<file path="src/rtl/ebm_pkg.sv">
`timescale 1ns/1ps
package ebm_pkg;

  typedef enum logic [2:0] {
    ST_IDLE  = 3'd0,
    ST_TURN  = 3'd1,
    ST_RD    = 3'd2,
    ST_WHI   = 3'd3,
    ST_WHOLD = 3'd4
  } ebm_state_e;

  // nanoseconds rounded up to whole clock cycles
  function automatic int unsigned ns_to_cyc(input int unsigned ns, input int unsigned period);
    return (ns + period - 1) / period;
  endfunction

  function automatic int unsigned at_least_one(input int unsigned v);
    return (v == 0) ? 1 : v;
  endfunction

  function automatic int unsigned max2(input int unsigned a, input int unsigned b);
    return (a > b) ? a : b;
  endfunction

endpackage

</file>
<file path="src/rtl/ebm_sync.sv">
`timescale 1ns/1ps
module ebm_sync #(
  parameter int unsigned WIDTH  = 2,
  parameter int unsigned STAGES = 2,
  parameter logic [WIDTH-1:0] RESET_VAL = '1
) (
  input  logic             clk,
  input  logic             rst,
  input  logic [WIDTH-1:0] din,
  output logic [WIDTH-1:0] dout
);

  logic [WIDTH-1:0] chain [STAGES];

  always_ff @(posedge clk) begin
    if (rst) begin
      for (int i = 0; i < STAGES; i++) chain[i] <= RESET_VAL;
    end else begin
      chain[0] <= din;
      for (int i = 1; i < STAGES; i++) chain[i] <= chain[i-1];
    end
  end

  assign dout = chain[STAGES-1];

endmodule

</file>
<file path="src/rtl/ebm_recovery.sv">
`timescale 1ns/1ps
// Hold-off timer: after a strobe ends, the matching status flag is not
// trusted for LEN cycles.
module ebm_recovery #(
  parameter int unsigned LEN = 5,
  parameter int unsigned CW  = 4
) (
  input  logic clk,
  input  logic rst,
  input  logic start,
  output logic busy
);

  logic [CW-1:0] left_q;

  always_ff @(posedge clk) begin
    if (rst)                 left_q <= '0;
    else if (start)          left_q <= CW'(LEN);
    else if (left_q != '0)   left_q <= left_q - 1'b1;
  end

  assign busy = (left_q != '0);

endmodule

</file>
<file path="src/rtl/ebm_arbiter.sv">
`timescale 1ns/1ps
// Two-way alternating grant. last_wr remembers the direction served last.
module ebm_arbiter (
  input  logic clk,
  input  logic rst,
  input  logic rd_ok,
  input  logic wr_ok,
  input  logic take,
  output logic gnt_rd,
  output logic gnt_wr
);

  logic last_wr;

  always_comb begin
    gnt_rd = 1'b0;
    gnt_wr = 1'b0;
    if (rd_ok && wr_ok) begin
      gnt_wr = !last_wr;
      gnt_rd = last_wr;
    end else begin
      gnt_rd = rd_ok;
      gnt_wr = wr_ok;
    end
  end

  always_ff @(posedge clk) begin
    if (rst)       last_wr <= 1'b0;
    else if (take) last_wr <= gnt_wr;
  end

endmodule

</file>
<file path="src/rtl/ebm_master.sv">
`timescale 1ns/1ps
module ebm_master
  import ebm_pkg::*;
#(
  parameter int unsigned DW             = 8,
  parameter int unsigned CLK_NS         = 20,
  parameter int unsigned SYNC_STAGES    = 2,
  parameter int unsigned RD_ACCESS_NS   = 50,
  parameter int unsigned WR_SETUP_NS    = 20,
  parameter int unsigned WR_PULSE_NS    = 10,
  parameter int unsigned WR_HOLD_NS     = 10,
  parameter int unsigned WR_GAP_NS      = 50,
  parameter int unsigned FLAG_SETTLE_NS = 25,
  parameter int unsigned TURN_CYC       = 1
) (
  input  logic          clk,
  input  logic          rst,
  input  logic          ext_rxav_n,
  input  logic          ext_txsp_n,
  output logic          ext_rd_n,
  output logic          ext_wr,
  input  logic [DW-1:0] bus_in,
  output logic [DW-1:0] bus_out,
  output logic          bus_oe,
  output logic [DW-1:0] rx_data,
  output logic          rx_valid,
  input  logic          rx_ready,
  input  logic [DW-1:0] tx_data,
  input  logic          tx_valid,
  output logic          tx_ready
);

  // phase lengths in cycles
  localparam int unsigned RD_ACT   = at_least_one(ns_to_cyc(RD_ACCESS_NS, CLK_NS));
  localparam int unsigned WR_HI    = at_least_one(max2(ns_to_cyc(WR_PULSE_NS, CLK_NS),
                                                       ns_to_cyc(WR_SETUP_NS, CLK_NS)));
  localparam int unsigned WR_HLD   = at_least_one(ns_to_cyc(WR_HOLD_NS, CLK_NS));
  localparam int unsigned TURN_LEN = at_least_one(TURN_CYC);
  localparam int unsigned REC_BASE = SYNC_STAGES + ns_to_cyc(FLAG_SETTLE_NS, CLK_NS) + 1;
  localparam int unsigned RD_REC   = REC_BASE;
  localparam int unsigned WR_REC   = max2(REC_BASE, ns_to_cyc(WR_GAP_NS, CLK_NS));
  localparam int unsigned MAX_LEN  = max2(max2(max2(RD_ACT, WR_HI), max2(WR_HLD, TURN_LEN)),
                                          max2(RD_REC, WR_REC));
  localparam int unsigned CW       = $clog2(MAX_LEN + 1);

  // ---------------- status flag synchronisation ----------------
  logic [1:0] flags_s;
  logic       rxav_s, txsp_s;

  ebm_sync #(
    .WIDTH(2), .STAGES(SYNC_STAGES), .RESET_VAL(2'b11)
  ) u_sync (
    .clk(clk), .rst(rst), .din({ext_txsp_n, ext_rxav_n}), .dout(flags_s)
  );

  assign rxav_s = flags_s[0];
  assign txsp_s = flags_s[1];

  // ---------------- state ----------------
  ebm_state_e    state_q, state_n;
  logic [CW-1:0] cnt_q, cnt_n;
  logic          pend_wr_q, pend_wr_n;
  logic          dir_wr_q;

  logic [DW-1:0] rx_q;
  logic          rxv_q;
  logic [DW-1:0] tx_buf_q;
  logic          tx_full_q;

  logic          rd_n_q, wr_q, oe_q;
  logic [DW-1:0] dout_q;

  // ---------------- eligibility and arbitration ----------------
  logic rd_busy, wr_busy;
  logic rd_ok, wr_ok, gnt_rd, gnt_wr, take;
  logic rd_done, wr_fall;

  assign rd_ok = !rxav_s && !rd_busy && !rxv_q;
  assign wr_ok = tx_full_q && !txsp_s && !wr_busy;
  assign take  = (state_q == ST_IDLE) && (gnt_rd || gnt_wr);

  ebm_arbiter u_arb (
    .clk(clk), .rst(rst), .rd_ok(rd_ok), .wr_ok(wr_ok), .take(take),
    .gnt_rd(gnt_rd), .gnt_wr(gnt_wr)
  );

  assign rd_done = (state_q == ST_RD)  && (cnt_q == '0);
  assign wr_fall = (state_q == ST_WHI) && (cnt_q == '0);

  ebm_recovery #(.LEN(RD_REC), .CW(CW)) u_rd_rec (
    .clk(clk), .rst(rst), .start(rd_done), .busy(rd_busy)
  );

  ebm_recovery #(.LEN(WR_REC), .CW(CW)) u_wr_rec (
    .clk(clk), .rst(rst), .start(wr_fall), .busy(wr_busy)
  );

  // ---------------- phase sequencer ----------------
  always_comb begin
    state_n   = state_q;
    cnt_n     = cnt_q;
    pend_wr_n = pend_wr_q;
    case (state_q)
      ST_IDLE: begin
        if (gnt_rd) begin
          if (dir_wr_q) begin
            state_n   = ST_TURN;
            cnt_n     = CW'(TURN_LEN - 1);
            pend_wr_n = 1'b0;
          end else begin
            state_n = ST_RD;
            cnt_n   = CW'(RD_ACT - 1);
          end
        end else if (gnt_wr) begin
          if (!dir_wr_q) begin
            state_n   = ST_TURN;
            cnt_n     = CW'(TURN_LEN - 1);
            pend_wr_n = 1'b1;
          end else begin
            state_n = ST_WHI;
            cnt_n   = CW'(WR_HI - 1);
          end
        end
      end
      ST_TURN: begin
        if (cnt_q == '0) begin
          if (pend_wr_q) begin
            state_n = ST_WHI;
            cnt_n   = CW'(WR_HI - 1);
          end else begin
            state_n = ST_RD;
            cnt_n   = CW'(RD_ACT - 1);
          end
        end else begin
          cnt_n = cnt_q - 1'b1;
        end
      end
      ST_RD: begin
        if (cnt_q == '0) state_n = ST_IDLE;
        else             cnt_n   = cnt_q - 1'b1;
      end
      ST_WHI: begin
        if (cnt_q == '0) begin
          state_n = ST_WHOLD;
          cnt_n   = CW'(WR_HLD - 1);
        end else begin
          cnt_n = cnt_q - 1'b1;
        end
      end
      ST_WHOLD: begin
        if (cnt_q == '0) state_n = ST_IDLE;
        else             cnt_n   = cnt_q - 1'b1;
      end
      default: state_n = ST_IDLE;
    endcase
  end

  logic enter_rd, enter_whi;
  assign enter_rd  = (state_n == ST_RD)  && (state_q != ST_RD);
  assign enter_whi = (state_n == ST_WHI) && (state_q != ST_WHI);

  always_ff @(posedge clk) begin
    if (rst) begin
      state_q   <= ST_IDLE;
      cnt_q     <= '0;
      pend_wr_q <= 1'b0;
      dir_wr_q  <= 1'b0;
      rd_n_q    <= 1'b1;
      wr_q      <= 1'b0;
      oe_q      <= 1'b0;
      dout_q    <= '0;
    end else begin
      state_q   <= state_n;
      cnt_q     <= cnt_n;
      pend_wr_q <= pend_wr_n;
      if (enter_rd)  dir_wr_q <= 1'b0;
      if (enter_whi) dir_wr_q <= 1'b1;
      // pin registers follow the next phase so they change cleanly on the edge
      rd_n_q <= (state_n != ST_RD);
      wr_q   <= (state_n == ST_WHI);
      oe_q   <= (state_n == ST_WHI) || (state_n == ST_WHOLD);
      if (enter_whi) dout_q <= tx_buf_q;
    end
  end

  // ---------------- user-side slots ----------------
  always_ff @(posedge clk) begin
    if (rst) begin
      rx_q  <= '0;
      rxv_q <= 1'b0;
    end else begin
      if (rd_done) begin
        rx_q  <= bus_in;
        rxv_q <= 1'b1;
      end else if (rxv_q && rx_ready) begin
        rxv_q <= 1'b0;
      end
    end
  end

  always_ff @(posedge clk) begin
    if (rst) begin
      tx_buf_q  <= '0;
      tx_full_q <= 1'b0;
    end else begin
      if (tx_valid && !tx_full_q) begin
        tx_buf_q  <= tx_data;
        tx_full_q <= 1'b1;
      end else if (enter_whi) begin
        tx_full_q <= 1'b0;
      end
    end
  end

  assign ext_rd_n = rd_n_q;
  assign ext_wr   = wr_q;
  assign bus_oe   = oe_q;
  assign bus_out  = dout_q;
  assign rx_data  = rx_q;
  assign rx_valid = rxv_q;
  assign tx_ready = !tx_full_q;

endmodule

</file>
<file path="config.mk">
export PLATFORM = sky130hd
export DESIGN_NAME = ebm_master
export DESIGN_NICKNAME = d
export VERILOG_FILES = /design/src/rtl/ebm_pkg.sv /design/src/rtl/ebm_sync.sv /design/src/rtl/ebm_recovery.sv /design/src/rtl/ebm_arbiter.sv /design/src/rtl/ebm_master.sv
export SDC_FILE = /design/constraint.sdc
export NUM_CORES = 1
export LEC_CHECK = 0
export BUFFER_PORTS_ARGS = -buffer_cell sky130_fd_sc_hd__buf_2
export CAP_MARGIN = 5
export CORE_UTILIZATION = 48
export CTS_CLUSTER_SIZE = 20
export DETAILED_ROUTE_END_ITERATION = 12
export PLACE_DENSITY = 0.78
export SLEW_MARGIN = 10
export SYNTH_ARGS = -nofsm -noshare
export SYNTH_HDL_FRONTEND = slang
export SYNTH_SLANG_ARGS = --single-unit
</file>
<file path="constraint.sdc">
create_clock -name clk -period 2 [get_ports clk]
set_clock_uncertainty 0.2 [all_clocks]
set_input_delay 0.2 -clock clk [delete_from_list [all_inputs] [get_ports clk]]
set_output_delay 0.2 -clock clk [all_outputs]
set_load 0.005 [all_outputs]
</file>
==> metrics.cfg, run 1 <==
[floorplan]
start_util = 0.504
design.core.area_mm2 = 0.00438
die_y_um = 69.9
die_area_mm2 = 0.00488
die_w_um = 69.9
fp-row-count = 24
boundaryPins = 43

[power_and_ir_drop]
p_per_area_mw_per_mm2 = 866
cellLeakagePower_nw = 1.23
vdd_drop_max_v = 0.000571

[synthesis]
synth_edf_count = 0
synth_seq_cells = 48
syn_avg_cell_area_um2 = 8.67
ys_types = 50
ys_seq_area_frac = 0.435
yosysWarningCount = 0
synth_nets = 285
synthArstFlopShare = 0
synth_cells = 255
syn_area_mm2 = 0.00221
ys.flop_type = dfxtp_1

[critical_path]
path_buf_inv = 2
max_stage_delay_ns = 0.39
cp_max_fo = 9
crit_arrival_ns = 2.14
r2r-start = u_rd_rec.left_q[1]
worstSetupPathType = flip-flop to flip-flop
cp_slowest_cell = or3b_4
cp-start-kind = flip-flop
required_ns = 2.03
cp_top_family = simple AND/OR/NAND/NOR gates
r2r_end = bus_out[4]
crit_chain = inv_2 -> ha_4 -> ha_4 -> or3b_4 -> nor3_4 -> o21ai_2 -> a21oi_2 -> buf_12 -> mux2i_1
path_common_cell = ha_4
rrSetupSlack_ns = -0.12
r2r_cells = 9
endpoint_kind = flip-flop

[global_route]
grt_pass1_wl_mm = 8.45
grt_most_used_layer = met2
grt_util_met2 = 0.372
overflow = 0
grtUsageTotal = 0.216
grtUsageMet3 = 0.0462
grt_max_degree = 20
grt_antenna_before_repair = 0
grt_pass1_vias = 1882
grt_use_met1 = 0.272

[route]
remaining_drc_errors = 0
routed_wl_mm = 4.96
viasPerCell = 5.14
wl_per_cell_um = 13.0
num_vias = 1968
drtIter0Drc = 154
postRouteAntennaNets = 0
firstDrtPassIters = 4

[final_layout]
n_antenna_cell = 0
drive_gt1_frac = 0.335
finalNetCount = 360
synthToLayoutAreaGrowth_pct = 35.0

[min_path]
hold_class = input port to flip-flop
worstHoldPathCells = 3
hold_start = tx_valid
whs_endpoint = tx_full_q

[placed_design]
place_ws_ns = -0.102
globalplace.congestion = 0.893
place.port_buffers = 42
dp_hpwl_mm = 3.34

[sta]
final_max_slew_viol_count = 0
fin_crit_sh = 1.06
rsz0062_at_grt = true
hold_viol = 0
maxSlewHeadroom = 0.644
report.final.setup_viol = 13
fin_crit_ns = 2.12
holdWs_ns = 0.0137
max_freq_ghz = 0.472
tightest_slew_ns = 0.533
layout_setup_ws_ns = -0.118

[clock_network]
clk_path_buf_depth = 2
worst_skew_pair.late_latency_ns = 0.30
clk_pin_slew_ns = 0.09
cts_tree = yes
clkSinkCount = 48
h-tree-depth = 2
cts_root_buffer = clkbuf_8
cts_buffers = 5

[run]
maxCapViolations = 0

[status]
violations = setup timing
status = complete, but fails checks

synth_stat cells (all sizes together), types with 2 or more instances:
cell | n | area (um^2)
dfxtp | 48 | 961
and3 | 4 | 25.0
a21o | 4 | 31.3
ha | 8 | 100
clkbuf | 7 | 27.5
nor2 | 5 | 18.8
inv | 19 | 71.3
or2 | 6 | 37.5
mux2i | 10 | 100
a31o | 2 | 17.5
a211oi | 3 | 27.5
nand2b | 2 | 12.5
a21oi | 30 | 158
nor3 | 4 | 47.5
xor2 | 2 | 17.5
o211ai | 4 | 30.0
buf | 8 | 55.1
nand2 | 58 | 218
o21ai | 8 | 43.8
nand3 | 2 | 10.0
how the worst max path moves through the flow:
stage	startpoint	end	slack [ns]	cells after the start
finish	u_rd_rec.left_q[1]	bus_out[4]	-0.12	9
global route	u_rd_rec.left_q[1]	bus_out[2]	-0.20	9
CTS	u_rd_rec.left_q[1]	bus_out[4]	-0.14	9
detailed placement	u_rd_rec.left_q[1]	bus_out[4]	-0.10	9
global placement	u_rd_rec.left_q[1]	bus_out[3]	-0.03	9
floorplan	u_rd_rec.left_q[1]	bus_out[0]	-0.09	10
where the power goes:
| group | leakage [nW] | internal [W] | total [W] | switching (W) |
|---|---|---|---|---|
| Sequential | 0.392 | 0.00104 | 0.00109 | 0.0000536 |
| Clock | 0.0541 | 0.000370 | 0.000698 | 0.000328 |
| Combinational | 0.787 | 0.000428 | 0.000794 | 0.000366 |
| Total | 1.23 | 0.00184 | 0.00258 | 0.000747 |
final cells by class:
type	count	area (um^2)
timing repair buffer	83	584
fill	331	1400
clock inverter	3	42.5
sequential	48	967
inverter	19	73.8
multi-input combinational	173	1180
clock buffer	5	68.8
tap	52	65.1
per-stage QoR:
step,power [W],util,instances,setup TNS [ns],cell area (um^2)
final,0.00258,0.680,383,-0.848,2980
after global routing,0.00272,0.680,383,-2.49,2980
after CTS,0.00257,0.675,383,-1.05,2960
after detailed placement,0.00181,0.594,352,-0.803,2610
after global placement,0.00178,0.594,352,-0.291,2610
after floorplan,0.00162,-,255,-0.815,2260
sequential cells by signal, indices dropped and copies added, names as in the netlist:
| signal | count |
|---|---|
| bus_out | 8 |
| rx_data | 8 |
| tx_buf_q | 8 |
| u_sync.chain | 4 |
| cnt_q | 3 |
| state_q | 3 |
| u_rd_rec.left_q | 3 |
| u_wr_rec.left_q | 3 |
| bus_oe | 1 |
| dir_wr_q | 1 |
| ext_rd_n | 1 |
| ext_wr | 1 |
| pend_wr_q | 1 |
| rx_valid | 1 |
| tx_full_q | 1 |
| u_arb.last_wr | 1 |
worst reg2reg max path, stage by stage (launching register included):
cell	delay, ns
dfxtp_2	0.33
inv_2	0.06
ha_4	0.14
ha_4	0.14
or3b_4	0.39
nor3_4	0.15
o21ai_2	0.09
a21oi_2	0.19
buf_12	0.16
mux2i_1	0.20
layout by cell type, fill, tap and decap left out, types with 3 or more instances in the layout:
| master | count |
|---|---|
| a21o_1 | 3 |
| a21oi_1 | 27 |
| and3_1 | 3 |
| buf_2 | 42 |
| buf_4 | 19 |
| clkbuf_8 | 5 |
| dfxtp_1 | 43 |
| dfxtp_2 | 5 |
| dlygate4sd3_1 | 20 |
| ha_1 | 4 |
| ha_4 | 4 |
| inv_1 | 14 |
| inv_2 | 4 |
| mux2i_1 | 10 |
| nand2_1 | 58 |
| nor2_1 | 5 |
| o211ai_1 | 4 |
| o21ai_0 | 6 |
| or2_2 | 5 |
cell families after synthesis:
group           synth area share
xor+xnor                  0.0119
fa+ha+maj                 0.0453
mux                       0.0453
flops                      0.435
simple gates               0.219
buf+inv                   0.0696
compound gates             0.174
repair_timing:
item                                    CTS  global route
hold buffers                             20             0
buffers inserted                          3             0
endpoints found under the setup margin   15            25
cloned                                    0             0
pin swaps                                14             5
gates resized for setup                   9             6
hold endpoints to repair                 21             0
routing by layer:
metal	part of all wire	vias up	wire length, um
li1	-	1003	-
met1	0.45	911	2240
met2	0.50	47	2470
met3	0.040	7	196
met4	0.011	0	53
met5	0	-	0
Note: power is estimated with default switching activity, not from simulation.
==> run 2: changes to the inputs <==
Settings changed: ABC_AREA set to 1, SLEW_MARGIN 10 to not set.
==> run 2 against run 1 <==
  * The flow now finishes without violations
  * Cell area fell by 1.7%
  * Cell count is 5.0% higher
  * Clock power is 12% lower
  * Register-to-register slack improved by 0.12 ns
  * Via count up 4.9%
  * Critical path depth is 4 higher
  * Sequential power rose by 17%
  * Global-route usage rose by 3.4 points
  * Critical endpoint is now bus_out[2]
  * Largest cell class unchanged
  * Highest routed layer unchanged
==> metrics.cfg, run 2 <==
[clock_network]
clkSinkCount = 48
cts_buffers = 5
worst_skew_pair.late_latency_ns = 0.30
cts_root_buffer = clkbuf_8
clk_pin_slew_ns = 0.09
h-tree-depth = 2
clk_path_buf_depth = 2
cts_tree = yes

[critical_path]
required_ns = 1.99
crit_arrival_ns = 1.99
cp_max_fo = 6
worstSetupPathType = flip-flop to flip-flop
max_stage_delay_ns = 0.36
endpoint_kind = flip-flop
crit_chain = inv_2 -> ha_4 -> ha_4 -> nand3_1 -> nor2_2 -> a21oi_4 -> nand2_1 -> nand2_2 -> nand2_4 -> nand2_8 -> nand2_4 -> nand2_1 -> a21oi_1
cp_slowest_cell = dfxtp_1
cp-start-kind = flip-flop

[final_layout]
n_antenna_cell = 0
fin_area_mm2 = 0.00293
layout_common_cells = dfxtp_1 (47), buf_2 (42), nor2_1 (41), a21oi_1 (29), nand2_1 (25)
finalNetCount = 381
drive_gt1_frac = 0.338
layout_commonest_cell = dfxtp_1
synthToLayoutAreaGrowth_pct = 40.5

[synthesis]
syn_avg_cell_area_um2 = 7.85
ys_types = 30
ys.flop_type = dfxtp_1
synth_commonest_cells = dfxtp_1 (48), nor2_1 (43), a21oi_1 (33)
ys_top_cells_by_area = dfxtp_1 (46%), a21oi_1 (7.9%), nor2_1 (7.7%)
synth_seq_cells = 48
synthArstFlopShare = 0
ys_seq_area_frac = 0.460
synth_nets = 296
yosysMostFrequentCell = dfxtp_1
yosysWarningCount = 0
synth_cells = 266
synth_edf_count = 0
yosys.area.top_type = dfxtp_1
syn_area_mm2 = 0.00209
yosysTopAreaCellShare = 0.460

[route]
remaining_drc_errors = 0
viasPerCell = 5.13
postRouteAntennaNets = 0
drtIter0Drc = 111
wl_per_cell_um = 13.5
routed_wl_mm = 5.42
firstDrtPassIters = 4
num_vias = 2064

[placed_design]
dp_hpwl_mm = 3.25
place_ws_ns = -0.0598
globalplace.congestion = 0.919
postPlaceCellArea_mm2 = 0.00246
place.port_buffers = 42

[min_path]
hold_class = input port to flip-flop

[sta]
fin_crit_ns = 2.00
holdWs_ns = 0.0622
rsz0062_at_grt = true
fin_crit_sh = 1.00
maxSlewHeadroom = 0.786
hold_viol = 0
tightest_slew_ns = 0.319
final_max_slew_viol_count = 0
report.final.setup_viol = 0
layout_setup_ws_ns = 0.0000888
max_freq_ghz = 0.500

[global_route]
grtUsageTotal = 0.250
grt_max_degree = 22
grt_pass1_wl_mm = 8.49
grt_pass1_vias = 1960
grt_antenna_before_repair = 0
overflow = 0

[power_and_ir_drop]
p_sw_frac = 0.397
cellLeakagePower_nw = 1.32
power_frac_seq = 0.343
p_per_area_mw_per_mm2 = 1260
power.share.clock = 0.166
power.internal_w = 0.00223
vdd_drop_max_v = 0.000723
p_comb_frac = 0.491
p_switching_w = 0.00147

[floorplan]
design.core.area_mm2 = 0.00409
fp-row-count = 23
start_util = 0.511
die_area_mm2 = 0.00462
die_w_um = 67.9
die_y_um = 67.9
boundaryPins = 43

[run]
maxCapViolations = 0

[status]
status = finished clean

run 2: path summary, 6_finish.rpt:
path	start	to	slack, ns	depth (start not counted)
hold / removal	tx_valid	tx_buf_q[7]	0.06	3
setup / recovery	u_wr_rec.left_q[0]	bus_out[2]	0.00009	13
hold reg to reg	u_sync.chain[0][1]	u_sync.chain[0][3]	0.21	1
setup reg to reg	u_wr_rec.left_q[0]	bus_out[2]	0.00009	13
run 2: timing repair:
action,4_1_cts,5_1_grt
pin swaps,8,5
endpoints found under the setup margin,11,27
hold buffers,20,0
resized for setup,14,19
cloned,2,1
hold endpoints to repair,23,0
setup buffers,2,2
run 2: metrics by stage:
| step | total power, W | utilization | setup TNS, ns | cells |
|---|---|---|---|---|
| 5_1_grt | 0.00396 | 0.718 | -0.795 | 402 |
| 4_1_cts | 0.00351 | 0.699 | 0 | 399 |
| 2_1_floorplan | 0.00227 | - | 0 | 266 |
| 3_3_place_gp | 0.00260 | 0.601 | 0 | 367 |
| 6_report | 0.00370 | 0.718 | 0 | 402 |
| 3_5_place_dp | 0.00266 | 0.601 | -0.459 | 367 |
run 2: cell type report:
class | instances | area, um^2
Fill cell | 294 | 1150
Inverter | 27 | 104
Timing Repair Buffer | 84 | 576
Clock buffer | 6 | 82.6
Multi-Input combinational cell | 185 | 1130
Sequential cell | 48 | 962
Clock inverter | 2 | 13.8
Tap cell | 50 | 62.6
run 2: logic make-up (layout without fill, tap and decap cells):
family                     after synthesis  count (layout)  share of synthesized area
and+or+nand+nor                        111             114                      0.257
AOI/OAI and AO/OA                       61              61                      0.152
DFF                                     48              48                      0.460
buffers and inverters                   36             119                     0.0737
adders and majority gates                8               8                     0.0480
xor gates and xnor gates                 2               2                    0.00839
run 2: worst max-delay path, delay by kind of cell (launching register included):
kind,cells,cell delay [ns]
flops,1,0.36
buf+inv,1,0.05
fa+ha+maj,2,0.32
simple gates,8,0.77
compound gates,2,0.17
run 2: per-layer routing:
layer / track usage / vias to the layer above / wire (um)
met3: 0.0533 / 9 / 280
li1: - / 1036 / -
met4: 0.128 / 0 / 126
met2: 0.413 / 69 / 2750
met1: 0.302 / 950 / 2260
met5: 0 / - / 0
run 2: power by group through the flow:
| stage | Combinational, W | Sequential [W] | Clock [W] |
|---|---|---|---|
| after floorplan | 0.00100 | 0.00126 | 0 |
| after global placement | 0.00134 | 0.00126 | 0 |
| after detailed placement | 0.00139 | 0.00127 | 0 |
| after CTS | 0.00163 | 0.00125 | 0.000622 |
| after global routing | 0.00201 | 0.00129 | 0.000662 |
| final | 0.00182 | 0.00127 | 0.000612 |
==> run 3: changes to the inputs <==
Settings changed: CTS_CLUSTER_DIAMETER set to 40, GPL_TIMING_DRIVEN set to 0, PLACE_DENSITY 0.78 to 0.74.
==> run 3 against run 2 <==
  * The flow now finishes with violations (setup timing)
  * Worst setup slack worse by 0.11 ns
  * Sequential power about the same
  * Global-route usage down 0.65 points
  * Largest cell class unchanged
  * Largest power group unchanged
==> metrics.cfg, run 3 (same netlist as run 2, synthesis figures left out) <==
[status]
status = complete, but fails checks
violations = setup timing

[clock_network]
worst_skew_pair.late_latency_ns = 0.31
h-tree-depth = 2
clk_pin_slew_ns = 0.09
cts_root_buffer = clkbuf_8
clk_path_buf_depth = 2
clkSinkCount = 48
cts_tree = yes
cts_buffers = 5

[placed_design]
place.port_buffers = 41
place_ws_ns = -0.228
postPlaceCellArea_mm2 = 0.00237
dp_hpwl_mm = 3.04
globalplace.congestion = 0.872

[global_route]
grt_use_met1 = 0.287
grt_pass1_wl_mm = 8.25
grt_util_met2 = 0.422
grt_pass1_vias = 1863
overflow = 0
grt_max_degree = 16
grt_most_used_layer = met2
grtUsageMet3 = 0.0733
grtUsageTotal = 0.243
grt_antenna_before_repair = 0

[power_and_ir_drop]
p_switching_w = 0.00155
cellLeakagePower_nw = 1.31
p_per_area_mw_per_mm2 = 1390
power_frac_seq = 0.306
power.internal_w = 0.00261
total_power_w = 0.00416
power.share.clock = 0.181
p_sw_frac = 0.373
p_comb_frac = 0.513
vdd_drop_max_v = 0.000811

[floorplan]
die_w_um = 67.9
start_util = 0.511
design.core.area_mm2 = 0.00409
fp-row-count = 23
boundaryPins = 43
die_area_mm2 = 0.00462
die_y_um = 67.9

[critical_path]
worstSetupPathType = flip-flop to flip-flop
cp_max_fo = 5
setup.worst_path.start = u_wr_rec.left_q[0]
required_ns = 1.97
r2r-start = u_wr_rec.left_q[0]
crit_arrival_ns = 2.08
r2r_end = bus_out[5]
cp-start-kind = flip-flop
rrSetupSlack_ns = -0.11
endpoint_kind = flip-flop
crit_end = bus_out[5]
r2r_cells = 15

[route]
viasPerCell = 5.15
wl_per_cell_um = 13.5
drtIter0Drc = 110
remaining_drc_errors = 0
routed_wl_mm = 5.37
num_vias = 2051
firstDrtPassIters = 4
postRouteAntennaNets = 0

[sta]
layout_setup_ws_ns = -0.107
maxSlewHeadroom = 0.599
rsz0062_at_grt = true
final_max_slew_viol_count = 0
holdWs_ns = 0.109
max_freq_ghz = 0.475
hold_viol = 0
fin_crit_ns = 2.11
fin_crit_sh = 1.05
tightest_slew_ns = 0.602
report.final.setup_viol = 12

[final_layout]
n_antenna_cell = 0
fin_area_mm2 = 0.00299
layout_commonest_cell = dfxtp_1
drive_gt1_frac = 0.351
layout_common_cells = dfxtp_1 (45), buf_2 (41), nor2_1 (39), a21oi_1 (29), o21ai_0 (21)
synthToLayoutAreaGrowth_pct = 43.1
finalNetCount = 377

[min_path]
hold_class = input port to flip-flop

[run]
maxCapViolations = 0

==> run 3: cell types whose count changed in the layout (fill, tap and decap cells not counted), sizes merged <==
cell,before,now
buf,64,56
clkbuf,6,12
inv,28,26
bufinv,0,1
clkinv,1,2
dlygate4sd3,20,19
nand2,39,38
==> run 3: timing repair <==
| item | 4_1_cts | 5_1_grt |
|---|---|---|
| gates resized for setup | 32 | 19 |
| pin swaps | 13 | 12 |
| gates cloned | 3 | 0 |
| endpoints found under the setup margin | 27 | 25 |
| buffers inserted | 8 | 5 |
| hold endpoints to repair | 19 | 0 |
| hold buffers | 19 | 0 |
==> run 3: per-layer routing <==
layer / vias to the layer above / share of wire / routed length (um)
li1: 1027 / - / -
met1: 973 / 0.42 / 2280
met2: 44 / 0.52 / 2800
met3: 7 / 0.042 / 226
met4: 0 / 0.012 / 67
met5: - / 0 / 0
==> run 3: metrics by stage <==
| step | utilization | TNS [ns] | std cells |
|---|---|---|---|
| floorplan | - | 0 | 266 |
| global route | 0.731 | -1.84 | 398 |
| finish | 0.731 | -0.922 | 398 |
| detailed placement | 0.580 | -3.20 | 357 |
| CTS | 0.711 | -1.35 | 394 |
| global placement | 0.580 | -2.59 | 357 |
==> run 3: how the worst min path moves through the flow <==
stage	startpoint	to	slack, ns	cells after the start
5_1_grt	rst	rx_data[5]	0.16	4
3_5_place_dp	ext_txsp_n	u_sync.chain[0][1]	0.19	2
6_report	rst	rx_data[4]	0.11	4
4_1_cts	tx_valid	tx_buf_q[7]	0.10	3
2_1_floorplan	ext_rxav_n	u_sync.chain[0][0]	0.10	1
3_3_place_gp	ext_rxav_n	u_sync.chain[0][0]	0.18	2
==> run 3: power by group through the flow <==
| stage | clock network [W] | registers, W | logic (W) |
|---|---|---|---|
| finish | 0.000753 | 0.00127 | 0.00213 |
| global route | 0.000799 | 0.00129 | 0.00233 |
| CTS | 0.000752 | 0.00126 | 0.00192 |
| detailed placement | 0 | 0.00127 | 0.00130 |
| global placement | 0 | 0.00127 | 0.00126 |
| floorplan | 0 | 0.00126 | 0.00100 |
==> run 3: area by class of cell <==
class                   count  area (um^2)
repair buffers             74          537
multi-input cells         184         1150
flip-flops and latches     48          965
clock buffers               6         82.6
clock inverters             2         38.8
plain buffers               7         41.3
inverters                  27          105
well taps                  50         62.6
fillers                   290         1100
==> run 3: worst max-delay path: stages, from the launching register on <==
cell     delay [ns]
dfxtp_2        0.33
inv_2          0.06
ha_4           0.14
ha_4           0.17
nand2_4        0.06
nor2_4         0.12
nand2_4        0.08
a21oi_2        0.15
nand2_1        0.08
nand2_2        0.09
nand2_4        0.08
nand2_8        0.09
buf_12         0.12
nand2_8        0.07
nand2_1        0.07
a21oi_1        0.06
